### src/rtl/cap_pkg.sv
// Shared constants and channel naming for the buffered input-capture timer.
package cap_pkg;
    localparam int CNT_W  = 16;
    localparam int BYTE_W = 8;
    localparam int N_CH   = 4;
    localparam int N_PAIR = N_CH / 2;

    typedef enum logic [1:0] {
        CH_A = 2'd0,
        CH_B = 2'd1,
        CH_C = 2'd2,
        CH_D = 2'd3
    } chan_e;
endpackage

### src/rtl/cap_counter.sv
// Free-running up counter that wraps at its width.
// Assumes: synchronous active-low reset; no clear or prescale.
module cap_counter #(
    parameter int W = cap_pkg::CNT_W
) (
    input  logic         clk,
    input  logic         rst_n,
    output logic [W-1:0] cnt
);
    // Count one step per clock.
    always_ff @(posedge clk) begin
        if (!rst_n) cnt <= '0;
        else        cnt <= cnt + 1'b1;
    end

    // the counter advances by exactly one each clock.
    a_r1_count_step: assert property (@(posedge clk) disable iff (!rst_n)
        rst_n |=> cnt == W'($past(cnt) + 1'b1));
endmodule

### src/rtl/cap_edge.sv
// Per-channel edge detector with a selectable polarity.
// Assumes: inputs are already synchronised to clk; stored history resets to 0.
module cap_edge #(
    parameter int N = cap_pkg::N_CH
) (
    input  logic         clk,
    input  logic         rst_n,
    input  logic [N-1:0] cap_in,
    input  logic [N-1:0] edge_sel,
    output logic [N-1:0] ev
);
    logic [N-1:0] prev;

    // Keep last clock's input value.
    always_ff @(posedge clk) begin
        if (!rst_n) prev <= '0;
        else        prev <= cap_in;
    end

    // Trigger on a rising change when selected, otherwise on a falling one.
    always_comb begin
        ev = (cap_in & ~prev & edge_sel) | (~cap_in & prev & ~edge_sel);
    end
endmodule

### src/rtl/cap_pair.sv
// One main/partner channel pair: capture registers, buffered transfer and
// the one-clock postponement when an upper-byte read collides.
// Assumes: ev_* are single-clock trigger pulses; rd_hit marks an upper-byte
// read of either register of this pair in the current clock.
module cap_pair #(
    parameter int W = cap_pkg::CNT_W
) (
    input  logic         clk,
    input  logic         rst_n,
    input  logic [W-1:0] cnt,
    input  logic         ev_main,
    input  logic         ev_part,
    input  logic         buf_en,
    input  logic         rd_hit,
    output logic [W-1:0] main_q,
    output logic [W-1:0] part_q,
    output logic         set_main,
    output logic         set_part
);
    logic pend;
    logic do_main;
    logic hold;

    // Decide whether the main capture happens now or is postponed.
    always_comb begin
        hold     = ev_main & buf_en & rd_hit & ~pend;
        do_main  = (ev_main & ~hold) | pend;
        set_main = do_main;
        set_part = ev_part;
    end

    // Remember a postponed capture for exactly one clock.
    always_ff @(posedge clk) begin
        if (!rst_n) pend <= 1'b0;
        else        pend <= hold;
    end

    // Load the capture registers; in buffered mode shift main into partner.
    always_ff @(posedge clk) begin
        if (!rst_n) begin
            main_q <= '0;
            part_q <= '0;
        end else begin
            if (do_main) main_q <= cnt;
            if (buf_en) begin
                if (do_main) part_q <= main_q;
            end else if (ev_part) begin
                part_q <= cnt;
            end
        end
    end

    // a buffered capture moves the old main value into the partner.
    a_r4_shift: assert property (@(posedge clk) disable iff (!rst_n)
        buf_en && do_main |=> part_q == $past(main_q));
    // a partner edge in buffered mode leaves the partner register alone.
    a_r5_part_hold: assert property (@(posedge clk) disable iff (!rst_n)
        buf_en && ev_part && !do_main |=> $stable(part_q));
    // a colliding capture leaves the main register unchanged for one clock.
    a_r6_delay: assert property (@(posedge clk) disable iff (!rst_n)
        ev_main && buf_en && rd_hit && !pend |=> $stable(main_q));
    // without a trigger or a pending capture the main register holds.
    a_r3_main_hold: assert property (@(posedge clk) disable iff (!rst_n)
        !ev_main && !pend |=> $stable(main_q));
endmodule

### src/rtl/cap_rdport.sv
// Byte-wide read port, upper byte first, with a latched lower byte.
// Assumes: W is two bytes; caps packs the N registers, channel 0 lowest.
module cap_rdport #(
    parameter int W  = cap_pkg::CNT_W,
    parameter int BW = cap_pkg::BYTE_W,
    parameter int N  = cap_pkg::N_CH,
    localparam int SW = $clog2(N),
    localparam int AW = SW + 1
) (
    input  logic          clk,
    input  logic          rst_n,
    input  logic [N*W-1:0] caps,
    input  logic          rd_en,
    input  logic [AW-1:0] rd_addr,
    output logic [BW-1:0] rd_data,
    output logic [N-1:0]  hit_hi
);
    logic [SW-1:0] sel;
    logic [W-1:0]  word;
    logic [BW-1:0] lo_latch;
    logic          rd_hi;

    // Select the addressed register and form the read data.
    always_comb begin
        sel     = rd_addr[AW-1:1];
        word    = caps[sel*W +: W];
        rd_hi   = rd_en & ~rd_addr[0];
        rd_data = '0;
        if (rd_en) rd_data = rd_addr[0] ? lo_latch : word[W-1 -: BW];
        hit_hi  = '0;
        if (rd_hi) hit_hi[sel] = 1'b1;
    end

    // Latch the lower byte whenever the upper byte is read.
    always_ff @(posedge clk) begin
        if (!rst_n)     lo_latch <= '0;
        else if (rd_hi) lo_latch <= word[BW-1:0];
    end

    // at most one register is flagged as being read.
    a_r7_one_hit: assert property (@(posedge clk) disable iff (!rst_n)
        rd_en |-> $onehot0(hit_hi));
endmodule

### src/rtl/cap_unit.sv
// Top of the buffered input-capture timer: counter, edge detectors, two
// channel pairs, read port, capture flags and interrupt.
// Assumes: cap_in is synchronised; flags clear only by read-then-write-0.
module cap_unit #(
    parameter int W  = cap_pkg::CNT_W,
    parameter int BW = cap_pkg::BYTE_W,
    localparam int N  = cap_pkg::N_CH,
    localparam int NP = cap_pkg::N_PAIR,
    localparam int AW = $clog2(N) + 1
) (
    input  logic          clk,
    input  logic          rst_n,
    input  logic [N-1:0]  cap_in,
    input  logic [N-1:0]  edge_sel,
    input  logic [NP-1:0] buf_mode,
    input  logic [N-1:0]  irq_en,
    input  logic          rd_en,
    input  logic [AW-1:0] rd_addr,
    output logic [BW-1:0] rd_data,
    input  logic          flag_rd,
    input  logic          flag_wr,
    input  logic [N-1:0]  flag_wdata,
    output logic [N-1:0]  flags,
    output logic          irq
);
    logic [W-1:0]   cnt;
    logic [N-1:0]   ev;
    logic [N-1:0]   set;
    logic [N-1:0]   hit_hi;
    logic [N-1:0]   armed;
    logic [N*W-1:0] caps;

    cap_counter #(.W(W)) i_cnt (.clk(clk), .rst_n(rst_n), .cnt(cnt));

    cap_edge #(.N(N)) i_edge (
        .clk(clk), .rst_n(rst_n), .cap_in(cap_in), .edge_sel(edge_sel), .ev(ev)
    );

    for (genvar p = 0; p < NP; p++) begin : g_pair
        cap_pair #(.W(W)) i_pair (
            .clk     (clk),
            .rst_n   (rst_n),
            .cnt     (cnt),
            .ev_main (ev[p]),
            .ev_part (ev[p+NP]),
            .buf_en  (buf_mode[p]),
            .rd_hit  (hit_hi[p] | hit_hi[p+NP]),
            .main_q  (caps[p*W +: W]),
            .part_q  (caps[(p+NP)*W +: W]),
            .set_main(set[p]),
            .set_part(set[p+NP])
        );
    end

    cap_rdport #(.W(W), .BW(BW), .N(N)) i_rd (
        .clk(clk), .rst_n(rst_n), .caps(caps), .rd_en(rd_en),
        .rd_addr(rd_addr), .rd_data(rd_data), .hit_hi(hit_hi)
    );

    // Arm flags seen as 1 on a flag read; any flag write disarms all.
    always_ff @(posedge clk) begin
        if (!rst_n)       armed <= '0;
        else if (flag_wr) armed <= '0;
        else if (flag_rd) armed <= armed | flags;
    end

    // Set flags on capture; clear armed flags written as 0; set wins.
    always_ff @(posedge clk) begin
        if (!rst_n) flags <= '0;
        else        flags <= set | (flags & ~({N{flag_wr}} & armed & ~flag_wdata));
    end

    // Interrupt request from enabled flags.
    always_comb irq = |(flags & irq_en);

    for (genvar i = 0; i < N; i++) begin : g_chk
        // a capture always leaves its flag set, even against a clear.
        a_r9_set_wins: assert property (@(posedge clk) disable iff (!rst_n)
            set[i] |=> flags[i]);
        // a flag that is not armed survives a write.
        a_r8_need_arm: assert property (@(posedge clk) disable iff (!rst_n)
            flags[i] && !armed[i] |=> flags[i]);
    end
endmodule

### config.mk
export PLATFORM = sky130hd
export DESIGN_NAME = cap_unit
export DESIGN_NICKNAME = d
export VERILOG_FILES = /design/src/rtl/cap_pkg.sv /design/src/rtl/cap_counter.sv /design/src/rtl/cap_edge.sv /design/src/rtl/cap_pair.sv /design/src/rtl/cap_rdport.sv /design/src/rtl/cap_unit.sv
export SDC_FILE = /design/constraint.sdc
export NUM_CORES = 1
export LEC_CHECK = 0
export BUFFER_PORTS_ARGS = -buffer_cell sky130_fd_sc_hd__buf_2
export CAP_MARGIN = 10
export CORE_MARGIN = 2
export CORE_UTILIZATION = 53
export CTS_BUF_LIST = sky130_fd_sc_hd__clkbuf_16
export DETAILED_ROUTE_END_ITERATION = 10
export HOLD_SLACK_MARGIN = 0.05
export PLACE_DENSITY_LB_ADDON = 0.3
export SYNTH_ARGS = -nofsm -noshare
export SYNTH_HDL_FRONTEND = slang
export SYNTH_SLANG_ARGS = --single-unit
### constraint.sdc
create_clock -name clk -period 1.6 [get_ports clk]
set_input_delay 0.16 -clock clk [delete_from_list [all_inputs] [get_ports clk]]
set_output_delay 0.16 -clock clk [all_outputs]
set_load 0.02 [all_outputs]
---- After elaboration in Yosys (flattened, before gate mapping) ----
Cells that the tools add are included.
W data, S select, Z words.
word-level totals
  register bits after elaboration ......... 102
  input port bits ......................... 26
  output and inout bits ................... 13
  logic and storage cells ................. 70
operators by class
  $add $sub $neg .......................... 1
  magnitude comparators ................... 2
  eq/ne operators ......................... 2
  shifts and indexed selects .............. 1
  mux-type cells .......................... 11
  bitwise gates (word level) .............. 35
  reduce and logical (&&, ||, !) cells .... 7
operators with widths
  cell                     number
  $mux W16                 6
  $shiftx A64 B7 Y16       1
  $and A4 B4 Y4            8
  $not A4 Y4               5
  $add A16 B1 Y16 const B  1
  $mux W8                  2
  $or A4 B4 Y4             3
  $and A1 B1 Y1            9
  $not A1 Y1               6
  $mux W4                  1
  $ne A2 B1 Y1 const B     2
  $or A1 B1 Y1             4
  $reduce_and A2 Y1        2
  $reduce_bool A2 Y1       2
  $reduce_or A4 Y1         1
  $lt A2 B3 Y1 const B     1
  $demux W1 S2             1
  $ge A2 B1 Y1 const B     1
  $reduce_or A2 Y1         1
  $logic_and A1 B1 Y1      1
  $mux W1                  1

---- Logic depth before layout (Yosys ltp) ----
Gate-level depths: netlist of the first run.
  word-level depth ........................ 13
  mapped depth ............................ 6
  depth with buffers taken out ............ 5

---- Hierarchy ----
A second synthesis of the first run with hierarchy kept.
second synthesis, totals
  cells, all modules ...................... 558
  area total of the unflattened synthesis .. 5,205.0 µm²
by module, submodules not included
  module       instances  cells an instance  area an instance (µm²)  seq. area each (µm²)
  cap_pair     2          165                1,564.0                 660.6
  cap_rdport   1          92                 859.6                   160.2
  cap_counter  1          82                 729.4                   320.3
  cap_unit     1          34                 292.8                   160.2
  cap_edge     1          20                 195.2                   80.1

---- Least setup slack after synthesis of the first run ----
No wires, ideal clock.
  path type ............................... input to output
  start ................................... in rd_addr[2]
  end ..................................... out rd_data[5]
  arrival ................................. 1,345 ps
  slack ................................... 95 ps
  cell stages on the path ................. 5
  path buffers ............................ 2
  path through ............................ buf_2 -> buf_4 -> mux4_2 -> mux2i_1 -> nor2b_1
between the ends
  word-level cells in the longest chain between the ends .. 3
RTL lines
  what                  RTL line          text
  start, declared       cap_unit.sv:18    input logic [AW-1:0] rd_addr,
  $shiftx A64 B7 Y16    cap_rdport.sv:26  word = caps[sel*W +: W];
  $mux W8 (2 in a row)  cap_rdport.sv:29  if (rd_en) rd_data = rd_addr[0] ? lo_latch : word[W-1 -: BW];
  end, declared         cap_unit.sv:19    output logic [BW-1:0] rd_data,
Every way passes these cells.

---- Final worst setup path of the first run ----
  start ................................... reg g_pair[1].i_pair.part_q[10]
  end ..................................... out rd_data[2]
between the ends
  word-level cells in the longest chain between the ends .. 3
RTL lines
  what                    RTL line          text
  start, declared         cap_pair.sv:16    output logic [W-1:0] part_q,
  start signal, assigned  cap_pair.sv:46    if (do_main) part_q <= main_q;
  start signal, assigned  cap_pair.sv:48    part_q <= cnt;
  $shiftx A64 B7 Y16      cap_rdport.sv:26
  $mux W8 (2 in a row)    cap_rdport.sv:29
Every way passes these cells.

==> results.sh, run 1 <==
export IMPL_slew_headroom_pct=69.60
export IMPL_syn_nets=526
export IMPL_synthCells=499
export IMPL_core_um2=8763
export IMPL_postRouteAntennaNets=0
export IMPL_cts_root_buf="clkbuf_16"
export IMPL_drt_pass1_iter_count=5
export IMPL_ir_worst_vdd_v=0.0006022
export IMPL_critical_path_endpoint="rd_data[2]"
export IMPL_worstPathArrival_ns=1.49
export IMPL_end_kind="output pin"
export IMPL_placed_cell_area_um2=5238
export IMPL_skew_ns=0.01154
export IMPL_avgSynthCellArea_um2=9.623
export IMPL_nNetsFinal=586
export IMPL_die_y_um=99.19
export IMPL_status="complete, but fails checks"
export IMPL_clock_sinks=102
export IMPL_diodes=0
export IMPL_finalWorstSetupSlack_ns=-0.05457
export IMPL_period_share_pct=103.4
export IMPL_ys_ff_latch=102
export IMPL_viasPerCell=5.792
export IMPL_tritoncts="yes"
export IMPL_routed_wl_um=11560
export IMPL_fin_crit_ns=1.655
export IMPL_finalMaxSlewViolations=0
export IMPL_max_freq_mhz=604.4
export IMPL_cts_made_buffers=9
export IMPL_clk_pin_slew_ns=0.08
export IMPL_syn_to_final_growth_pct=19.49
export IMPL_start_util_pct=54.80
export IMPL_grtUsageTotal_pct=23.74
export IMPL_required_ns=1.44
export IMPL_hold_viol=0
export IMPL_die_area_um2=9838
export IMPL_hpwl_um=7492
export IMPL_crit_start="g_pair[1].i_pair.part_q[10]"
export IMPL_violations="setup timing"
export IMPL_drt_iter0_markers=226
export IMPL_clk_latency_ns=0.34
export IMPL_port_buffers=38
export IMPL_ys_types=49
export IMPL_final_area_um2=5738
export IMPL_gp_congestion=0.7847
export IMPL_yosys_warnings=0
export IMPL_r2r_slack_ns=0.09
export IMPL_rsz0062_at_grt="yes"
export IMPL_syn_area_um2=4802
export IMPL_cp_start_kind="flop"
export IMPL_reg2reg_depth=4
export IMPL_tns_ns=-0.3368
export IMPL_tightest_slew_ns=0.4553
export IMPL_wl_per_cell_um=17.20
export IMPL_drive_above_1_share_pct=28.01
export IMPL_grt_pass1_wl_um=18470
export IMPL_drc=0
export IMPL_maxCapViolCount=0
export IMPL_dp_slack_ns=-0.03012
export IMPL_worstReg2RegEnd="g_pair[0].i_pair.part_q[8]"
export IMPL_grt_max_degree=100
export IMPL_finalSetupViolations=8
export IMPL_grt_pass1_vias=3720
export IMPL_grt_remaining_overflow=0
export IMPL_rows=34
export IMPL_cp_max_fo=2
export IMPL_p_total_w=0.005714
export IMPL_hp_class="in2reg"
export IMPL_clockBufferDepth=2
export IMPL_power_density_nw_per_um2=995.9
export IMPL_vias=3892
export IMPL_power_leakage_nw=2.372
export IMPL_io_pins=39
export IMPL_ys_seq_area_share_pct=42.52
export IMPL_antenna_found_initial=0
export IMPL_r2r_start="i_edge.prev[0]"
export IMPL_cts_htree_levels=3
export IMPL_path_class="reg2out"
export IMPL_die_x_um=99.19
cell families after synthesis:
group	Yosys count	share of synthesized area [%]
xor+xnor	11	2.006
fa+ha+maj	1	0.2605
flops	102	42.52
simple gates	178	18.24
buf+inv	53	5.419
mux	73	19.39
compound gates	81	12.17
stage by stage:
stage	utilization, %	std cells	hold WS [ns]
after global placement	59.77	643	0.3916
after CTS	64.88	671	0.05147
final	65.48	672	0.04554
after global routing	65.48	672	0.04998
after detailed placement	59.77	643	0.4031
after floorplan	-	499	0.2817
sequential cells by signal, summed over array words and instances (netlist names):
register,count
g_pair.i_pair.part_q,32
armed,4
g_pair.i_pair.pend,2
i_rd.lo_latch,8
i_edge.prev,4
g_pair.i_pair.main_q,32
flags,4
i_cnt.cnt,16
worst min-delay path by stage:
stage / from / to / slack [ns] / cells past startpoint
2_1_floorplan: cap_in[0] / i_edge.prev[0] / 0.28 / 1
3_3_place_gp: cap_in[2] / i_edge.prev[2] / 0.39 / 2
3_5_place_dp: cap_in[2] / i_edge.prev[2] / 0.40 / 2
4_1_cts: cap_in[3] / i_edge.prev[3] / 0.05 / 2
5_1_grt: cap_in[3] / i_edge.prev[3] / 0.05 / 2
6_report: cap_in[3] / i_edge.prev[3] / 0.05 / 2
worst max-delay path: stages (launching register included):
cell     delay [ns]
dfxtp_2        0.32
mux4_2         0.45
mux2i_1        0.17
nor2b_1        0.06
buf_4          0.16
cells in the mapped netlist, drive strengths merged:
master / instances / area share, %
a21o: 1 / 0.16
a21oi: 37 / 4.3
a22oi: 2 / 0.31
a2bb2oi: 1 / 0.18
and2: 5 / 0.65
and3: 2 / 0.26
and3b: 2 / 0.44
buf: 16 / 2.5
clkbuf: 17 / 1.4
clkinv: 1 / 0.078
dfxtp: 102 / 43
ha: 1 / 0.26
inv: 19 / 1.5
mux2i: 57 / 12
mux4: 16 / 7.5
nand2: 92 / 7.2
nand2b: 5 / 0.65
nand3: 6 / 0.73
nand3b: 4 / 0.63
nand4: 4 / 0.65
nand4bb: 1 / 0.23
nor2: 19 / 1.5
nor2b: 9 / 1.2
nor3: 4 / 0.42
nor3b: 2 / 0.52
nor4: 3 / 0.39
nor4b: 2 / 0.36
o211ai: 16 / 2.5
o21ai: 5 / 0.52
o221ai: 16 / 2.9
o22ai: 1 / 0.13
o2bb2ai: 1 / 0.57
o311ai: 1 / 0.55
or2: 15 / 2.0
or3: 1 / 0.13
or3b: 2 / 0.36
xnor2: 8 / 1.5
xor2: 3 / 0.55
power by group:
part / internal (W) / switching [W]
clock: 0.00138 / 0.000977
sequential: 0.00263 / 0.0000557
combinational: 0.000298 / 0.000375
routing by layer:
metal / global-route usage, % / wire length (um) / share of wire, %
met2: 40.33 / 5626 / 49
met3: 2.881 / 655 / 5.7
met4: 7.798 / 156 / 1.3
met5: 0 / 0 / 0
met1: 31.61 / 5119 / 44
timing repair:
item | in CTS | in global routing
hold buffers | 0 | 0
resized for setup | 22 | 8
buffers inserted | 12 | 0
pin swaps | 0 | 1
cloned | 0 | 1
endpoints found under the setup margin | 8 | 25
layout by cell type, fill, tap and decap left out, drive strengths merged, types with 2 or more instances in the layout:
cell type    n
o211ai      16
and3b        2
nor2b        9
clkbuf       9
nor3b        2
and3         2
a21oi       37
nand2b       5
xnor2        8
and2         5
clkinv       2
nand3b       4
bufinv       2
o221ai      16
or2         15
mux4        16
a22oi        2
nor4b        2
nor3         4
xor2         3
nand3        6
or3b         2
nor4         3
clkinvlp     2
nor2        19
o21ai        5
o2bb2ai      2
dfxtp      102
nand2       92
mux2i       57
inv         21
nand4        4
buf         81
area by class of cell:
type	count	area [um^2]
Clock inverter	7	96.34
Fill cell	684	3025
Sequential cell	102	2064
Multi-Input combinational cell	345	2549
Clock buffer	9	225.2
Inverter	20	75.07
Timing Repair Buffer	81	593.1
Tap cell	108	135.1
Power figures use the tool's default switching activity.
==> run 2, diff against run 1 <==
--- a/config.mk
+++ b/config.mk
@@ -6,7 +6,6 @@
 export NUM_CORES = 1
 export LEC_CHECK = 0
 export BUFFER_PORTS_ARGS = -buffer_cell sky130_fd_sc_hd__buf_2
-export CAP_MARGIN = 10
 export CORE_MARGIN = 2
 export CORE_UTILIZATION = 53
 export CTS_BUF_LIST = sky130_fd_sc_hd__clkbuf_16
==> constraint.sdc (replaced) <==
create_clock -name clk -period 1.6 [get_ports clk]
set_input_delay 0.16 -clock clk [delete_from_list [all_inputs] [get_ports clk]]
set_output_delay 0.16 -clock clk [all_outputs]
set_load 0.1 [all_outputs]
==> run 2 against run 1 <==
The run still ends with setup timing left. Hold slack better by 0.056 ns. Clock-buffer cell count is the same. Global-route usage rose by 2.5 points. Critical path type unchanged.
==> results.sh, run 2 (synthesis results as in run 1) <==
export IMPL_status="complete, but fails checks"
export IMPL_violations="setup timing"
export IMPL_grt_pass1_wl_um=20360
export IMPL_fin_crit_ns=1.774
export IMPL_die_area_um2=9838
export IMPL_wl_met1_um=5565
export IMPL_dp_slack_ns=-0.1887
export IMPL_gp_congestion=0.8616
export IMPL_cts_htree_levels=3
export IMPL_grtUsageTotal_pct=26.26
export IMPL_holdPathStages=3
export IMPL_path_cells="mux4_2, mux2i_4, nor2b_4, buf_12"
export IMPL_die_y_um=99.19
export IMPL_clk_latency_ns=0.35
export IMPL_mostFrequentLayoutCell="nand2_1"
export IMPL_r2r_slack_ns=-0.11
export IMPL_vias=4028
export IMPL_maxCapViolCount=0
export IMPL_drt_pass1_iter_count=5
export IMPL_clk_pin_slew_ns=0.07
export IMPL_multi_input_area_um2=2669
export IMPL_tightest_slew_ns=0.4853
export IMPL_end_kind="output pin"
export IMPL_hpwl_um=7625
export IMPL_seq_area_um2=2074
export IMPL_port_buffers=38
export IMPL_fin_cells=684
export IMPL_required_ns=1.44
export IMPL_grt_remaining_overflow=0
export IMPL_core_um2=8763
export IMPL_cp_start_kind="flop"
export IMPL_antenna_found_initial=0
export IMPL_finalMaxSlewViolations=0
export IMPL_wl_per_cell_um=19.31
export IMPL_wl_met2_um=6386
export IMPL_r2r_start="i_edge.prev[1]"
export IMPL_finalSetupViolations=25
export IMPL_postLayoutCoreUtil_pct=69.76
export IMPL_power_density_nw_per_um2=924.2
export IMPL_start_util_pct=54.80
export IMPL_clockBufferDepth=2
export IMPL_diodes=0
export IMPL_routed_wl_um=13210
export IMPL_grt_max_degree=102
export IMPL_placed_cell_area_um2=5348
export IMPL_min_from="flag_rd"
export IMPL_hold_viol=0
export IMPL_whs_ns=0.1019
export IMPL_period_share_pct=110.9
export IMPL_reg_top3="g_pair.i_pair.main_q (32), g_pair.i_pair.part_q (32), i_cnt.cnt (16)"
export IMPL_drt_iter0_markers=311
export IMPL_grt_pass1_vias=4018
export IMPL_final_cell_mix="nand2_1 (91), dfxtp_1 (76), mux2i_1 (49)"
export IMPL_cts_made_buffers=9
export IMPL_syn_to_final_growth_pct=27.31
export IMPL_die_x_um=99.19
export IMPL_postRouteAntennaNets=0
export IMPL_skew_ns=0.007109
export IMPL_critPathMaxStageDelay_ns=0.50
export IMPL_wl_met3_um=942
export IMPL_critPathTopFamily="multiplexers"
export IMPL_cts_root_buf="clkbuf_16"
export IMPL_fillers=630
export IMPL_power_leakage_nw=2.496
export IMPL_finalWorstSetupSlack_ns=-0.1742
export IMPL_rsz0062_at_grt="yes"
export IMPL_drc=0
export IMPL_nNetsFinal=598
export IMPL_rows=34
export IMPL_crit_buf_inv=1
export IMPL_slew_headroom_pct=67.87
export IMPL_clock_sinks=102
export IMPL_final_area_um2=6113
export IMPL_cp_max_fo=2
export IMPL_io_pins=39
export IMPL_path_class="reg2out"
export IMPL_drive_above_1_share_pct=33.16
export IMPL_hp_class="in2reg"
export IMPL_worstPathArrival_ns=1.61
export IMPL_holdPathEnd="armed[3]"
export IMPL_dp_cells=647
export IMPL_reg2reg_depth=6
export IMPL_viasPerCell=5.889
export IMPL_worstReg2RegEnd="g_pair[1].i_pair.main_q[11]"
export IMPL_maxUsedRoutingLayer="met4"
export IMPL_max_freq_mhz=563.6
export IMPL_tritoncts="yes"
export IMPL_ir_worst_vdd_v=0.0005593
export IMPL_cp_slowest_cell="mux4_2"
run 2: worst max path at each step:
| stage | start | endpoint | slack, ns | cells after the start |
|---|---|---|---|---|
| finish | g_pair[1].i_pair.part_q[12] | rd_data[4] | -0.17 | 4 |
| global route | g_pair[1].i_pair.main_q[10] | rd_data[2] | -0.23 | 4 |
| CTS | g_pair[1].i_pair.main_q[11] | rd_data[3] | -0.17 | 4 |
| detailed placement | i_edge.prev[1] | g_pair[1].i_pair.part_q[12] | -0.19 | 4 |
| global placement | rd_addr[2] | rd_data[1] | -0.14 | 6 |
| floorplan | rd_addr[2] | rd_data[5] | -0.07 | 5 |
run 2: layout make-up:
type                    instances  share of cell area (%)
repair buffers                 94                   14.43
inverters                      20                   1.228
clock inverters                 7                  0.8596
flip-flops and latches        102                   33.93
well taps                     108                   2.210
multi-input cells             344                   43.66
clock buffers                   9                   3.684
run 2: where the power goes:
part           internal [W]  total (W)  switching, W
clock network       0.00106    0.00206      0.000997
logic              0.000375   0.000893      0.000518
registers           0.00264    0.00270     0.0000615
total               0.00407    0.00565       0.00158
run 2: timing repair:
action | in CTS | in global routing
gates resized for setup | 60 | 13
hold endpoints to repair | 3 | 0
setup buffers | 13 | 2
gates cloned | 0 | 3
hold buffers | 3 | 0
endpoints found under the setup margin | 24 | 26
pin swaps | 1 | 3
run 2: layer usage:
layer  up-vias  global-route usage [%]
met5         -                       0
met4         0                   7.482
met3        24                   5.903
met1      1947                   34.91
met2       159                   43.24
li1       1898                       -
run 2: per-stage QoR:
| step | power, W | TNS, ns |
|---|---|---|
| global placement | 0.003497 | -1.885 |
| finish | 0.005650 | -2.462 |
| detailed placement | 0.003519 | -3.209 |
| CTS | 0.005595 | -1.252 |
| floorplan | 0.003290 | -0.1391 |
| global route | 0.005862 | -3.666 |
run 2: tightest hold or removal path: stages:
cell and delay [ns]:
buf_2 0.12, a21oi_1 0.07, nor2_1 0.07
==> run 3, diff against run 2 <==
--- a/config.mk
+++ b/config.mk
@@ -12,6 +12,7 @@
 export DETAILED_ROUTE_END_ITERATION = 10
 export HOLD_SLACK_MARGIN = 0.05
 export PLACE_DENSITY_LB_ADDON = 0.3
+export SETUP_SLACK_MARGIN = 0.02
 export SYNTH_ARGS = -nofsm -noshare
 export SYNTH_HDL_FRONTEND = slang
 export SYNTH_SLANG_ARGS = --single-unit
==> run 3 against run 2 <==
Critical path depth is the same. The flow still finishes with violations (setup timing). Largest cell class unchanged. Register-to-register slack gained 0.18 ns. Cell area shrank 1.5%.
==> results.sh, run 3 (synthesis results as in run 1) <==
export IMPL_diodes=0
export IMPL_ir_worst_vdd_v=0.0005265
export IMPL_dp_slack_ns=-0.1455
export IMPL_worstPathArrival_ns=1.62
export IMPL_critPathTopFamily="multiplexers"
export IMPL_final_cell_mix="nand2_1 (91), dfxtp_1 (78), mux2i_1 (48)"
export IMPL_end_kind="output pin"
export IMPL_grt_remaining_overflow=0
export IMPL_status="complete, but fails checks"
export IMPL_finalWorstSetupSlack_ns=-0.1773
export IMPL_grt_pass1_vias=4058
export IMPL_rows=34
export IMPL_syn_to_final_growth_pct=25.38
export IMPL_viasPerCell=5.871
export IMPL_cp_start_kind="flop"
export IMPL_slew_headroom_pct=67.70
export IMPL_required_ns=1.44
export IMPL_io_pins=39
export IMPL_maxCapViolCount=0
export IMPL_tritoncts="yes"
export IMPL_power_density_nw_per_um2=913.7
export IMPL_wl_per_cell_um=18.92
export IMPL_die_area_um2=9838
export IMPL_fillers=691
export IMPL_grtUsageTotal_pct=26.12
export IMPL_die_x_um=99.19
export IMPL_core_um2=8763
export IMPL_grt_max_degree=105
export IMPL_drive_above_1_share_pct=32.16
export IMPL_mostFrequentLayoutCell="nand2_1"
export IMPL_start_util_pct=54.80
export IMPL_postLayoutCoreUtil_pct=68.70
export IMPL_grt_pass1_wl_um=20130
export IMPL_vias=3975
export IMPL_hpwl_um=7666
export IMPL_die_y_um=99.19
export IMPL_clockBufferDepth=2
export IMPL_routed_wl_um=12810
export IMPL_tightest_slew_ns=0.4879
export IMPL_postRouteAntennaNets=0
export IMPL_placed_cell_area_um2=5354
export IMPL_p_total_w=0.005501
export IMPL_final_area_um2=6021
export IMPL_cp_slowest_cell="mux4_2"
export IMPL_fin_crit_ns=1.777
export IMPL_path_class="reg2out"
export IMPL_skew_ns=0.006141
export IMPL_clock_sinks=102
export IMPL_finalSetupViolations=8
export IMPL_cts_root_buf="clkbuf_16"
export IMPL_hp_class="in2reg"
export IMPL_cts_made_buffers=9
export IMPL_whs_ns=0.05420
export IMPL_gp_congestion=0.7962
export IMPL_path_cells="mux4_2, mux2i_4, nor2b_4, buf_12"
export IMPL_nNetsFinal=591
export IMPL_crit_buf_inv=1
export IMPL_period_share_pct=111.1
export IMPL_hold_viol=0
export IMPL_drt_iter0_markers=272
export IMPL_cts_htree_levels=3
export IMPL_drc=0
export IMPL_clk_latency_ns=0.34
export IMPL_drt_pass1_iter_count=7
export IMPL_reg_top3="g_pair.i_pair.main_q (32), g_pair.i_pair.part_q (32), i_cnt.cnt (16)"
export IMPL_clk_pin_slew_ns=0.07
export IMPL_rsz0062_at_grt="yes"
export IMPL_critPathMaxStageDelay_ns=0.50
export IMPL_cp_max_fo=2
export IMPL_port_buffers=38
export IMPL_antenna_found_initial=0
export IMPL_violations="setup timing"
export IMPL_finalMaxSlewViolations=0
export IMPL_max_freq_mhz=562.7
export IMPL_power_leakage_nw=2.448
## run 3: layer usage
layer,up-vias,routed length [um],share of wire (%),GRT usage (%)
met4,0,159,1.2,8.746
met3,13,568,4.4,5.833
met1,1964,5317,42,32.24
met2,107,6766,53,45.27
met5,-,0,0,0
li1,1891,-,-,-
## run 3: cell type report
| cell class | count | area, um^2 | area share, % |
|---|---|---|---|
| multi-input cells | 344 | 2664 | 44.24 |
| inverters | 20 | 75.07 | 1.247 |
| flip-flops and latches | 102 | 2072 | 34.41 |
| clock inverters | 7 | 33.78 | 0.5611 |
| clock buffers | 9 | 225.2 | 3.741 |
| well taps | 108 | 135.1 | 2.244 |
| repair buffers | 87 | 815.8 | 13.55 |
## run 3: power breakdown
group          internal (W)  switching (W)
sequential          0.00264      0.0000634
combinational      0.000356       0.000504
clock               0.00103       0.000913
total               0.00402        0.00148
## run 3: repair_timing
| action | CTS | global route |
|---|---|---|
| hold buffers | 2 | 0 |
| pin swaps | 1 | 0 |
| resized for setup | 53 | 16 |
| buffers inserted | 11 | 4 |
| cloned | 0 | 1 |
| setup endpoints to repair | 24 | 25 |
| endpoints found under the hold margin | 2 | 0 |
## run 3: path summary, 6_finish.rpt
path | start | endpoint | slack, ns | cells after the start
setup / recovery | g_pair[1].i_pair.part_q[10] | rd_data[2] | -0.18 | 4
hold / removal | cap_in[3] | i_edge.prev[3] | 0.05 | 2
setup reg to reg | i_edge.prev[3] | g_pair[1].i_pair.part_q[13] | 0.07 | 5
hold reg to reg | g_pair[1].i_pair.part_q[1] | g_pair[1].i_pair.part_q[1] | 0.45 | 2
## run 3: stage by stage
step	setup TNS, ns	cells
detailed placement	-2.596	644
floorplan	0	499
finish	-1.177	677
global placement	-1.765	644
CTS	-1.225	673
global route	-1.456	677
## run 3: worst register-to-register path: stages, from the launching register on
cell and delay, ns:
dfxtp_1 0.34, or3b_1 0.39, a21o_1 0.22, buf_12 0.16, o221ai_1 0.21, a21oi_1 0.08
